### src/rtl/rdb_pkg.sv
package rdb_pkg;

  localparam int AXI_LEN_W = 8;
  localparam logic [1:0] BURST_INCR = 2'b01;

  typedef enum logic {
    SPL_IDLE  = 1'b0,
    SPL_ISSUE = 1'b1
  } spl_state_e;

endpackage

### src/rtl/rdb_ar_splitter.sv
module rdb_ar_splitter
  import rdb_pkg::*;
#(
  parameter int ADDR_W    = 32,
  parameter int LEN_W     = 32,
  parameter int BYTES     = 8,
  parameter int MAX_BEATS = 256
) (
  input  logic                 clk,
  input  logic                 rst,
  input  logic                 acc,
  input  logic [ADDR_W-1:0]    acc_addr,
  input  logic [LEN_W-1:0]     acc_len,
  input  logic                 arready,
  output logic                 arvalid,
  output logic [ADDR_W-1:0]    araddr,
  output logic [AXI_LEN_W-1:0] arlen,
  output logic                 idle
);

  localparam logic [LEN_W-1:0]  CAP  = LEN_W'(MAX_BEATS);
  localparam logic [ADDR_W-1:0] STEP = ADDR_W'(MAX_BEATS * BYTES);

  spl_state_e             state_q;
  logic [LEN_W-1:0]       left_q;
  logic [ADDR_W-1:0]      addr_q;
  logic [AXI_LEN_W-1:0]   len_q;
  logic [LEN_W-1:0]       first_beats;
  logic [LEN_W-1:0]       next_beats;

  // size of the opening burst and of the following one
  assign first_beats = (acc_len > CAP) ? CAP : acc_len;
  assign next_beats  = (left_q  > CAP) ? CAP : left_q;

  always_ff @(posedge clk) begin
    if (rst) begin
      state_q <= SPL_IDLE;
      left_q  <= '0;
      addr_q  <= '0;
      len_q   <= '0;
    end else begin
      case (state_q)
        SPL_IDLE: begin
          if (acc && (acc_len != '0)) begin
            state_q <= SPL_ISSUE;
            addr_q  <= acc_addr;
            len_q   <= AXI_LEN_W'(first_beats - 1'b1);
            left_q  <= acc_len - first_beats;
          end
        end
        SPL_ISSUE: begin
          if (arready) begin
            if (left_q != '0) begin
              addr_q <= addr_q + STEP;
              len_q  <= AXI_LEN_W'(next_beats - 1'b1);
              left_q <= left_q - next_beats;
            end else begin
              state_q <= SPL_IDLE;
            end
          end
        end
        default: state_q <= SPL_IDLE;
      endcase
    end
  end

  assign arvalid = (state_q == SPL_ISSUE);
  assign araddr  = addr_q;
  assign arlen   = len_q;
  assign idle    = (state_q == SPL_IDLE);

endmodule

### src/rtl/rdb_beat_tracker.sv
module rdb_beat_tracker #(
  parameter int LEN_W  = 32,
  parameter int CNT_W  = 40,
  parameter int DATA_W = 64
) (
  input  logic              clk,
  input  logic              rst,
  input  logic              acc,
  input  logic [LEN_W-1:0]  acc_len,
  input  logic              dready,
  input  logic              rvalid,
  input  logic [DATA_W-1:0] rdata,
  input  logic [1:0]        rresp,
  output logic              rready,
  output logic [DATA_W-1:0] dout,
  output logic              dout_valid,
  output logic              diag_rvalid,
  output logic [1:0]        diag_rresp
);

  logic [CNT_W-1:0] owed_q;
  logic             beat;
  logic [CNT_W-1:0] add_amt;
  logic [CNT_W-1:0] sub_amt;

  assign rready  = dready && (owed_q != '0);
  assign beat    = rvalid && rready;
  assign add_amt = acc  ? CNT_W'(acc_len) : '0;
  assign sub_amt = beat ? CNT_W'(1)       : '0;

  always_ff @(posedge clk) begin
    if (rst) begin
      owed_q <= '0;
    end else begin
      owed_q <= owed_q + add_amt - sub_amt;
    end
  end

  assign dout        = rdata;
  assign dout_valid  = beat;
  assign diag_rvalid = rvalid;
  assign diag_rresp  = rresp;

endmodule

### src/rtl/rdb_read_adapter.sv
module rdb_read_adapter
  import rdb_pkg::*;
#(
  parameter int DATA_W     = 64,
  parameter int ADDR_W     = 32,
  parameter int LEN_W      = 32,
  parameter int MAX_BEATS  = 256,
  parameter int USE_DREADY = 1
) (
  input  logic              clk,
  input  logic              rst,
  input  logic              req_valid,
  input  logic [ADDR_W-1:0] req_addr,
  input  logic [LEN_W-1:0]  req_len,
  output logic              req_ready,
  input  logic              user_dready,
  output logic [DATA_W-1:0] dout,
  output logic              dout_valid,
  output logic              diag_rvalid,
  output logic [1:0]        diag_rresp,
  output logic [ADDR_W-1:0] m_araddr,
  output logic [7:0]        m_arlen,
  output logic [2:0]        m_arsize,
  output logic [1:0]        m_arburst,
  output logic              m_arvalid,
  input  logic              m_arready,
  input  logic [DATA_W-1:0] m_rdata,
  input  logic [1:0]        m_rresp,
  input  logic              m_rvalid,
  output logic              m_rready
);

  localparam int BYTES = DATA_W / 8;
  localparam int CNT_W = LEN_W + 8;
  localparam logic [2:0] SIZE_CODE = 3'($clog2(BYTES));

  logic acc;
  logic idle;
  logic dready_eff;

  generate
    if (USE_DREADY != 0) begin : g_dready
      assign dready_eff = user_dready;
    end else begin : g_no_dready
      assign dready_eff = 1'b1;
    end
  endgenerate

  assign req_ready = idle;
  assign acc       = req_valid && idle;
  assign m_arsize  = SIZE_CODE;
  assign m_arburst = BURST_INCR;

  rdb_ar_splitter #(
    .ADDR_W   (ADDR_W),
    .LEN_W    (LEN_W),
    .BYTES    (BYTES),
    .MAX_BEATS(MAX_BEATS)
  ) u_split (
    .clk     (clk),
    .rst     (rst),
    .acc     (acc),
    .acc_addr(req_addr),
    .acc_len (req_len),
    .arready (m_arready),
    .arvalid (m_arvalid),
    .araddr  (m_araddr),
    .arlen   (m_arlen),
    .idle    (idle)
  );

  rdb_beat_tracker #(
    .LEN_W (LEN_W),
    .CNT_W (CNT_W),
    .DATA_W(DATA_W)
  ) u_track (
    .clk        (clk),
    .rst        (rst),
    .acc        (acc),
    .acc_len    (req_len),
    .dready     (dready_eff),
    .rvalid     (m_rvalid),
    .rdata      (m_rdata),
    .rresp      (m_rresp),
    .rready     (m_rready),
    .dout       (dout),
    .dout_valid (dout_valid),
    .diag_rvalid(diag_rvalid),
    .diag_rresp (diag_rresp)
  );

endmodule

### config.mk
export PLATFORM = sky130hd
export DESIGN_NAME = rdb_read_adapter
export DESIGN_NICKNAME = d
export VERILOG_FILES = /design/src/rtl/rdb_pkg.sv /design/src/rtl/rdb_ar_splitter.sv /design/src/rtl/rdb_beat_tracker.sv /design/src/rtl/rdb_read_adapter.sv
export SDC_FILE = /design/constraint.sdc
export NUM_CORES = 1
export LEC_CHECK = 0
export ABC_AREA = 1
export CORE_MARGIN = 8
export CORE_UTILIZATION = 46
export DETAILED_ROUTE_END_ITERATION = 6
export PLACE_DENSITY = 0.74
export SETUP_SLACK_MARGIN = 0.4
export SLEW_MARGIN = 20
export SYNTH_ARGS = -nofsm -noshare
export SYNTH_HDL_FRONTEND = slang
export SYNTH_HIERARCHICAL = 1
export SYNTH_SLANG_ARGS = --single-unit
### constraint.sdc
create_clock -name clk -period 4 [get_ports clk]
set_input_delay 0.4 -clock clk [delete_from_list [all_inputs] [get_ports clk]]
set_output_delay 0.4 -clock clk [all_outputs]
set_load 0.005 [all_outputs]
# After elaboration in Yosys (flattened, before gate mapping)
# Cells that the tools add are included.
# word_totals
out_inout_bits,116
regBits,113
latchBits,0
memories,0
elab_cells,46
inputBits,136
mem_bits_rw,0
rom_bits,0
# op_classes
bitwise,1
shift,0
addsub,7
magnitude_cmp,2
n_mux,20
n_reduce_logical,8
multipliers,0
div,0
eq_ne,3
# ops
op,n
$mux W32,9
$pmux W32 S2,2
$gt A32 B9 Y1 const B,2
$reduce_bool A32 Y1,2
$sub A32 B32 Y32,2
$add A40 B40 Y40,1
$reduce_bool A40 Y1,1
$sub A40 B40 Y40,1
$add A32 B12 Y32 const B,1
$mux W8,3
$pmux W8 S2,1
$sub A8 B1 Y8 const B,2
$logic_and A1 B1 Y1,4
$mux W1,4
$ne A2 B2 Y1 const B,2
$reduce_and A3 Y1,1
$ne A2 B1 Y1 const B,1
$pmux W1 S2,1
$not A1 Y1,1

# Depth between registers and ports, before layout
# Gate-level depths: netlist (run 1).
# depth
ltp_word,6
mapped_depth,25
ltp_nobuf,24

# Hierarchy
# The synthesis (run 1) kept the hierarchy.
# modules_own_cells
module,n_inst,seq_area_each_um2,cells_each,area_each_um2
rdb_ar_splitter,1,1461.4,975,5674.2
rdb_beat_tracker,1,800.8,944,5482.8
rdb_read_adapter,1,0.0,9,52.6

# Least setup slack after synthesis (run 1)
# No wires, ideal clock.
# synth_timing
path_type,reg-to-reg
startpoint,reg u_split.state_q (netlist: u_split/arvalid)
endpoint,reg u_track.owed_q[24]
t_arrival_ns,3.521
setup_slack_ns,0.366
setup_time_ns,0.113
path_stages_with_launch,25
period_less_slack_ns,3.634
t_required_ns,3.887
path_buffers,4
cell_sequence,dfxtp_1 -> inv_1 -> clkbuf_1 -> clkbuf_1 -> buf_1 -> nand2_1 -> inv_1 -> clkbuf_1 -> nand2_1 -> ha_1 -> inv_1 -> ha_1 -> fa_1 -> nand2_1 -> inv_1 -> nand2_1 -> nand3_2 -> nand2_1 -> nand2_2 -> nand2_1 -> nand2_2 -> nand2_1 -> nand2_1 -> nor2_1 -> nor2_1
# synth_via
elab_chain_len,5
# synth_lines
element,line_no,rtl
"start, declared",rdb_ar_splitter.sv:24,spl_state_e state_q;
"start signal, assigned",rdb_ar_splitter.sv:37,state_q <= SPL_IDLE;
"start signal, assigned",rdb_ar_splitter.sv:45,state_q <= SPL_ISSUE;
"start signal, assigned",rdb_ar_splitter.sv:58,state_q <= SPL_IDLE;
$not A1 Y1,rdb_ar_splitter.sv:70,assign idle = (state_q == SPL_IDLE);
named net req_ready,rdb_read_adapter.sv:15,"output logic req_ready,"
$logic_and A1 B1 Y1,rdb_read_adapter.sv:50,assign acc = req_valid && idle;
named net acc,rdb_read_adapter.sv:37,logic acc;
$mux W32,rdb_beat_tracker.sv:28,assign add_amt = acc ? CNT_W'(acc_len) : '0;
$add A40 B40 Y40,rdb_beat_tracker.sv:35,owed_q <= owed_q + add_amt - sub_amt;
$sub A40 B40 Y40,rdb_beat_tracker.sv:35,
"end signal, assigned",rdb_beat_tracker.sv:35,
"end, declared",rdb_beat_tracker.sv:21,logic [CNT_W-1:0] owed_q;
# The timed path passes the listed nets, and every way through them passes these cells.
# A chain may end at the register's enable or synchronous reset.

# Worst setup path in the final report (run 1)
# layout_timing
startpoint,reg u_track.owed_q[39]
endpoint,reg u_track.owed_q[26]
# layout_via
elab_chain_len,5
# layout_lines
element,line_no,rtl
$reduce_bool A40 Y1,rdb_beat_tracker.sv:26,assign rready = dready && (owed_q != '0);
$logic_and A1 B1 Y1,rdb_beat_tracker.sv:26,
$logic_and A1 B1 Y1,rdb_beat_tracker.sv:27,assign beat = rvalid && rready;
$mux W1,rdb_beat_tracker.sv:29,assign sub_amt = beat ? CNT_W'(1) : '0;
$sub A40 B40 Y40,rdb_beat_tracker.sv:35,
# No other way between the ends.

==> results of run 1 <==
## cell families after synthesis
| family | synth area share |
|---|---|
| other | 0.00100 |
| xor gates and xnor gates | 0.0109 |
| adders and majority gates | 0.0900 |
| buffers and inverters | 0.190 |
| AOI/OAI and AO/OA | 0.138 |
| and+or+nand+nor | 0.368 |
| DFF | 0.202 |
## critical path: stages, from the launching register on
cell	delay [ps]
dfxtp_1	300
inv_1	90
ha_4	150
nand4_1	140
nor4_4	430
nand3_2	160
nand2_4	130
nor2_2	60
ha_1	280
inv_1	60
ha_4	170
fa_2	370
buf_4	150
nand3_1	100
nand3_2	150
nand3_1	110
inv_1	40
nor2_1	180
nand2_1	80
nand2_1	60
nor2_1	60
## metrics by stage
step           cell area (µm²)  hold slack [ps]  setup WS (ps)
2_1_floorplan            11200              463            480
3_3_place_gp             12100              465            149
3_5_place_dp             12100              472           41.5
4_1_cts                  12700              384            416
5_1_grt                  12800              391            407
6_report                 12800              388            609
## power by group
group	internal, W	switching (W)	leakage [nW]
sequential	0.00142	0.000180	0.939
combinational	0.00184	0.00350	5.24
clock	0.000880	0.000633	0.281
total	0.00414	0.00432	6.46
## worst max path at each step
stage	from	end	depth (start not counted)
floorplan	u_split/arvalid	u_track/owed_q[24]	24
global placement	u_track/owed_q[38]	u_track/owed_q[24]	24
detailed placement	u_track/owed_q[38]	u_track/owed_q[30]	19
CTS	u_track/owed_q[36]	u_track/owed_q[30]	19
global route	u_track/owed_q[39]	u_track/owed_q[24]	24
finish	u_track/owed_q[39]	u_track/owed_q[26]	20
## metal layers
layer | part of all wire | routed length, µm | global-route usage
met2 | 0.44 | 14900 | 0.369
met1 | 0.45 | 15100 | 0.291
met3 | 0.083 | 2780 | 0.0354
met4 | 0.023 | 776 | 0.0693
met5 | 0 | 0 | 0
## cells in the mapped netlist, drive strengths merged, types with 4 or more instances
cell,instances,share of area
inv,369,0.12
o21ai,108,0.048
o31ai,4,0.0031
clkbuf,26,0.0087
o211ai,6,0.0040
nor2,246,0.090
xor2,9,0.0070
xnor2,5,0.0039
ha,79,0.088
o21bai,5,0.0033
dfxtp,113,0.20
a31oi,14,0.0078
nor4,7,0.0039
nand3,134,0.065
nand2,507,0.18
a21oi,129,0.060
nor3,21,0.010
nand4,23,0.013
nand3b,6,0.0040
or2,4,0.0022
buf,90,0.057
## what timing repair did
action	4_1_cts	5_1_grt
setup endpoints to repair	20	13
pin swaps	2	7
setup buffers	0	3
gates resized for setup	4	8
## final cells by class
| cell class | count | area share |
|---|---|---|
| clock buffers | 18 | 0.0344 |
| multi-input cells | 1333 | 0.540 |
| flip-flops and latches | 113 | 0.177 |
| inverters | 370 | 0.109 |
| well taps | 324 | 0.0318 |
| repair buffers | 126 | 0.0971 |
| clock inverters | 14 | 0.0103 |
## flip-flops by register name (all words and copies together), names as in the netlist
name	cells
u_split/araddr	32
u_split/arlen	8
u_track/owed_q	40
u_split/arvalid	1
u_split/left_q	32
==> results_dict.tcl, run 1 <==
set metrics [dict create \
    status "completed" \
    start_kind "flip-flop" \
    htree_levels 4 \
    ys_seq_area_frac 0.202 \
    dp_hpwl_mm 26.2 \
    peakVddDrop_mv 0.412 \
    drtIter0Drc 1086 \
    root_buffer "clkbuf_16" \
    grt_usage 0.222 \
    finalNonFillerCells 2298 \
    final.min_clock_period_ps 3390 \
    synth_edf_count 0 \
    drv_slew 0 \
    first_global_vias 10900 \
    nFillCells 2464 \
    drc 0 \
    fmax_mhz 295 \
    rr_startpoint "u_track/owed_q[39]" \
    reg2reg_depth 20 \
    hold_buffers 0 \
    netlist_area_um2 11200 \
    syn_avg_cell_area_um2 5.81 \
    viasPerCell 5.17 \
    required_ps 4310 \
    final_common_cell "nand2_1" \
    numCtsBuffers 17 \
    tns_ps 0 \
    routedWlPerCell_um 14.6 \
    final_cell_mix "478 x nand2_1, 343 x inv_1, 223 x nor2_1" \
    post-route-period-util 0.848 \
    clkSinkCount 113 \
    r2r_end "u_track/owed_q[26]" \
    layout-drive-gt1-share 0.0760 \
    coreArea_um2 24100 \
    seq_area_um2 2260 \
    grt_pass1_wl_mm 53.4 \
    diodes 0 \
    ios 252 \
    leakagePower_nw 6.46 \
    skew_ps 13.5 \
    worstHoldPathCells 2 \
    vias 11900 \
    finalSetupViolCount 0 \
    crit_path_max_fanout 4 \
    die_w_um 172 \
    dp_cells 2263 \
    utilization 0.529 \
    place_congestion 0.946 \
    final_antenna_net_count 0 \
    maxCapViolations 0 \
    arrival_ps 3710 \
    worstMarginPinSlew_ps 1080 \
    antenna_found_initial 0 \
    die_y_um 172 \
    rsz0062_at_grt "false" \
    powerDensity_nw_per_um2 663 \
    grt_max_degree 77 \
    drt-total-wl_mm 33.6 \
    start_util 0.465 \
    clk_latency_ps 420 \
    yosysWarnings 6 \
    rrSetupSlack_ps 610 \
    min-delay-path-class "primary input to flip-flop" \
    postSynthCellCount 1928 \
    num_rows 57 \
    drtPass1Iterations 6 \
    power_w 0.00846 \
    synth_flop_cell "dfxtp_1" \
    tritoncts "built" \
    clk_pin_slew_ps 60 \
    yosysUniqueCellTypes 49 \
    finalHoldViolCount 0 \
    critical_path_class "flip-flop to flip-flop" \
    synthArstFlopShare 0 \
    cp-end-kind "flip-flop" \
    slew_headroom 0.277 \
    hold_end "u_track/owed_q[1]" \
    die_area_um2 29600 \
    nNetsFinal 2177 \
    area_delta_synth_final_pct 13.8 \
    multiInputGateArea_um2 6890 \
    hp-start "rst" \
    synth_seq_cells 113 \
    grt-ovfl-total 0 \
    io_buffer_count 114 \
    cts_buffer_depth 2 \
]
No activity file was read; power rests on OpenSTA's default activity.
==> run 2, diff against run 1 <==
Clock period 4 ns to 3.5 ns, I/O delays scaled along.
==> run 2 against run 1 <==
Global-route usage is 0.38 points higher. Non-clock buffer count increased by 17. Via count is 1.8% higher. Cell area grew 2.9%. Sequential power is 15% higher. Largest power group unchanged. Cell count grew 0.74%. Total power rose by 21%. Largest cell class unchanged. Flip-flop and latch count stayed put. Utilization up 1.5 points.
==> results_dict.tcl, run 2 (synthesis results as in run 1) <==
set metrics [dict create \
    final_cell_mix "461 x nand2_1, 336 x inv_1, 222 x nor2_1" \
    leakagePower_nw 6.62 \
    worstMarginPinSlew_ps 815 \
    first_global_vias 11000 \
    arrival_ps 3600 \
    num_rows 57 \
    die_y_um 172 \
    layout-drive-gt1-share 0.107 \
    io_buffer_count 114 \
    start_util 0.465 \
    maxCapViolations 0 \
    fmax_mhz 309 \
    tritoncts "built" \
    hp-start "u_split/araddr[6]" \
    coreArea_um2 24100 \
    drt-total-wl_mm 34.7 \
    peakVddDrop_mv 0.532 \
    final_common_cell "nand2_1" \
    htree_levels 4 \
    clk_latency_ps 430 \
    dp_cells 2269 \
    area_delta_synth_final_pct 17.1 \
    vias 12100 \
    slew_headroom 0.457 \
    critical_path_class "flip-flop to flip-flop" \
    skew_ps 10.1 \
    grt_usage 0.226 \
    required_ps 3860 \
    status "completed" \
    routedWlPerCell_um 15.0 \
    numCtsBuffers 17 \
    cpMostUsedCell "nand2_2" \
    nNetsFinal 2194 \
    final_antenna_net_count 0 \
    nFillCells 2424 \
    viasPerCell 5.22 \
    finalSetupViolCount 0 \
    cts_buffer_depth 2 \
    rsz0062_at_grt "true" \
    cp-startpoint "u_track/owed_q[38]" \
    antenna_found_initial 0 \
    finalNonFillerCells 2315 \
    min-delay-path-class "flip-flop to flip-flop" \
    start_kind "flip-flop" \
    die_area_um2 29600 \
    hold_buffers 0 \
    clk_pin_slew_ps 60 \
    grt_max_degree 77 \
    place_area_um2 12200 \
    largest_reg_flops 40 \
    drv_slew 0 \
    diodes 0 \
    rr_startpoint "u_track/owed_q[38]" \
    clkSinkCount 113 \
    crit_path_max_fanout 4 \
    die_w_um 172 \
    largest-register "u_track/owed_q" \
    cp-end-kind "flip-flop" \
    ios 252 \
    drtPass1Iterations 6 \
    cpPeakStageDelay_ps 390 \
    grt-ovfl-total 0 \
    powerDensity_nw_per_um2 783 \
    dp_hpwl_mm 26.7 \
    place_congestion 0.944 \
    crit_chain "inv_2 -> ha_4 -> nand4_1 -> nor4_4 -> nand3_1 -> nand2_2 -> nor2_4 -> ha_4 -> inv_2 -> ha_4 -> fa_2 -> nand2_2 -> inv_2 -> nand2_2 -> nand3_4 -> nand2_4 -> nand2_4 -> nand2_4 -> nand2_4 -> nand2_2 -> nand2_2 -> nand2_1 -> nand2_1 -> nor2_1" \
    finalHoldViolCount 0 \
    final.min_clock_period_ps 3240 \
    drc 0 \
    design_area_um2 13100 \
    drtIter0Drc 979 \
    cpMaxStageDelayCell "nor4_4" \
    root_buffer "clkbuf_16" \
    grt_pass1_wl_mm 54.3 \
    post-route-period-util 0.926 \
]
## run 2: cell types whose count changed in the layout (fill, tap and decap cells not counted), sizes merged
cell	change
clkinv	-4
bufinv	+1
inv	+2
buf	+17
clkinvlp	+2
clkbuf	-1
## run 2: power by group
part	internal [W]	total (W)	switching [W]
Sequential	0.00163	0.00184	0.000204
Clock	0.00105	0.00178	0.000722
Combinational	0.00236	0.00666	0.00429
Total	0.00505	0.0103	0.00522
## run 2: layout make-up
cell class	count	area [µm²]	share of cell area
Timing Repair Buffer	143	1390	0.106
Clock buffer	17	425	0.0324
Sequential cell	113	2270	0.173
Tap cell	324	405	0.0309
Multi-Input combinational cell	1333	7080	0.540
Inverter	370	1390	0.106
Clock inverter	15	159	0.0121
## run 2: final timing paths
kind	end	slack, ps	cells after the start
hold reg to reg	u_split/araddr[6]	480	2
setup / recovery	u_track/owed_q[24]	260	24
hold / removal	u_split/araddr[6]	480	2
setup reg to reg	u_track/owed_q[24]	260	24
## run 2: stage by stage
step | setup WS (ps) | util | hold WS (ps) | total power, W | TNS, ps
floorplan | 404 | - | 421 | 0.00631 | 0
global placement | -162 | 0.505 | 464 | 0.00776 | -1200
detailed placement | -201 | 0.505 | 473 | 0.00786 | -1660
CTS | 300 | 0.537 | 488 | 0.00987 | 0
global route | 112 | 0.544 | 509 | 0.0112 | 0
finish | 260 | 0.544 | 483 | 0.0103 | 0
## run 2: timing repair
item | in CTS | in global routing
gates resized for setup | 35 | 37
endpoints found under the setup margin | 34 | 23
pin swaps | 15 | 22
buffers inserted | 8 | 6
## run 2: per-layer routing
metal,wire length (µm),part of all wire,global-route usage,vias to the layer above
met1,15400,0.44,0.299,5456
met3,2900,0.083,0.0365,83
li1,-,-,-,6068
met5,0,0,0,-
met4,995,0.029,0.0768,0
met2,15400,0.44,0.368,481
## run 2: critical path: cells and delay by family, from the launching register on
| kind | cells | cell delay, ps |
|---|---|---|
| fa+ha+maj | 4 | 930 |
| buf+inv | 3 | 150 |
| flops | 1 | 320 |
| simple gates | 17 | 1780 |
==> run 3, diff against run 2 <==
Settings changed: SETUP_SLACK_MARGIN 0.4 to default.
==> run 3 against run 2 <==
Global-route usage down 0.42 points. Total power fell by 5.6%. Routed wire length shrank 2.8%. First-iteration DRC count increased by 14%. Flip-flop and latch count stayed put. Sequential power barely moved. Setup slack lost 130 ps. Largest cell class unchanged. Largest power group unchanged. Via count is 0.17% higher. Cell count is 0.52% lower. Combinational power shrank 7.1%.
==> results_dict.tcl, run 3 (synthesis results as in run 1) <==
set metrics [dict create \
    start_util 0.465 \
    cp-end-kind "flip-flop" \
    slew_headroom 0.420 \
    dp_hpwl_mm 26.1 \
    first_global_vias 10900 \
    final_antenna_net_count 0 \
    crit_buf_inv 3 \
    vias 12100 \
    skew_ps 11.5 \
    critical_path_class "flip-flop to flip-flop" \
    cts_buffer_depth 2 \
    grt_max_degree 77 \
    cp_top_family "simple AND/OR/NAND/NOR gates" \
    crit_path_max_fanout 4 \
    maxCapViolations 0 \
    grt-ovfl-total 0 \
    leakagePower_nw 6.49 \
    crit_cells 24 \
    clk_latency_ps 420 \
    num_rows 57 \
    final_cell_mix "473 x nand2_1, 342 x inv_1, 224 x nor2_1" \
    finalHoldViolCount 0 \
    hold_buffers 0 \
    start_kind "flip-flop" \
    post-route-period-util 0.963 \
    rr_startpoint "u_track/owed_q[38]" \
    io_buffer_count 114 \
    final_common_cell "nand2_1" \
    clkSinkCount 113 \
    powerDensity_nw_per_um2 757 \
    largest-register "u_track/owed_q" \
    rsz0062_at_grt "true" \
    tritoncts "built" \
    nNetsFinal 2182 \
    rrSetupSlack_ps 130 \
    cpMaxStageDelayCell "fa_2" \
    coreArea_um2 24100 \
    reg2reg_depth 24 \
    fmax_mhz 297 \
    worstHoldPathCells 2 \
    antenna_found_initial 0 \
    worstMarginPinSlew_ps 869 \
    tns_ps 0 \
    grt_pass1_wl_mm 53.3 \
    grt_usage 0.222 \
    htree_levels 4 \
    drv_slew 0 \
    min-delay-path-class "flip-flop to flip-flop" \
    drtPass1Iterations 7 \
    area_delta_synth_final_pct 14.3 \
    clk_pin_slew_ps 60 \
    peakVddDrop_mv 0.564 \
    drc 0 \
    drtIter0Drc 1117 \
    root_buffer "clkbuf_16" \
    die_y_um 172 \
    status "completed" \
    setup.worst_path.end "u_track/owed_q[24]" \
    finalSetupViolCount 0 \
    final.min_clock_period_ps 3370 \
    cp-startpoint "u_track/owed_q[38]" \
    routedWlPerCell_um 14.7 \
    layout-drive-gt1-share 0.0819 \
    cpPeakStageDelay_ps 420 \
    numCtsBuffers 17 \
    die_w_um 172 \
    diodes 0 \
    nFillCells 2499 \
    die_area_um2 29600 \
    viasPerCell 5.26 \
    hold_ws_ps 479 \
    pre_cts_slack_ps -103 \
    setup_slack_ps 131 \
    ios 252 \
    crit_chain "inv_2 -> ha_4 -> nand4_1 -> nor4_4 -> nand3_1 -> nand2_2 -> nor2_1 -> ha_1 -> inv_1 -> ha_4 -> fa_2 -> nand2_2 -> inv_2 -> nand2_2 -> nand3_4 -> nand2_2 -> nand2_4 -> nand2_2 -> nand2_2 -> nand2_1 -> nand2_1 -> nand2_1 -> nand2_1 -> nor2_1" \
    largest_reg_flops 40 \
    arrival_ps 3720 \
    drt-total-wl_mm 33.8 \
    cpMostUsedCell "nand2_2" \
    required_ps 3850 \
    place_congestion 0.969 \
    r2r_end "u_track/owed_q[24]" \
]
run 3: per-layer routing:
| metal | share of wire | global-route usage |
|---|---|---|
| met4 | 0.020 | 0.0652 |
| met1 | 0.46 | 0.293 |
| met2 | 0.44 | 0.362 |
| met5 | 0 | 0 |
| met3 | 0.083 | 0.0420 |
run 3: worst min-delay path, stage by stage, from the launching register on:
cell,delay (ps)
dfxtp_1,320
nor2_1,40
nor2_1,80
run 3: where the power goes:
| group | total (W) | leakage, nW | internal (W) | switching [W] |
|---|---|---|---|---|
| Sequential | 0.00183 | 0.939 | 0.00163 | 0.000199 |
| Combinational | 0.00619 | 5.29 | 0.00215 | 0.00404 |
| Clock | 0.00168 | 0.268 | 0.000982 | 0.000702 |
run 3: repair_timing:
action / CTS / global route
endpoints found under the setup margin: 11 / 11
setup buffers: 0 / 3
gates resized for setup: 2 / 17
pin swaps: 2 / 9
run 3: area by class of cell:
cell class,instances,area (µm²),share of cell area
timing repair buffer,131,1290,0.101
clock buffer,17,425,0.0332
clock inverter,15,135,0.0105
sequential,113,2260,0.177
tap,324,405,0.0316
multi-input combinational,1333,6910,0.539
inverter,370,1390,0.108
run 3: per-stage QoR:
stage	power, W	util	instances	cell area, µm²
5_1_grt	0.0106	0.532	2303	12800
2_1_floorplan	0.00630	-	1932	11200
4_1_cts	0.00952	0.528	2300	12700
3_5_place_dp	0.00778	0.504	2268	12200
3_3_place_gp	0.00769	0.504	2268	12200
6_report	0.00970	0.532	2303	12800
run 3: how the worst min path moves through the flow:
stage | slack [ps] | start | end
after floorplan | 420 | rst | u_track/owed_q[0]
after global routing | 500 | req_addr[23] | u_split/araddr[23]
after detailed placement | 470 | u_split/araddr[0] | u_split/araddr[0]
after CTS | 490 | u_split/araddr[0] | u_split/araddr[0]
final | 480 | u_split/araddr[0] | u_split/araddr[0]
after global placement | 460 | u_split/araddr[7] | u_split/araddr[7]
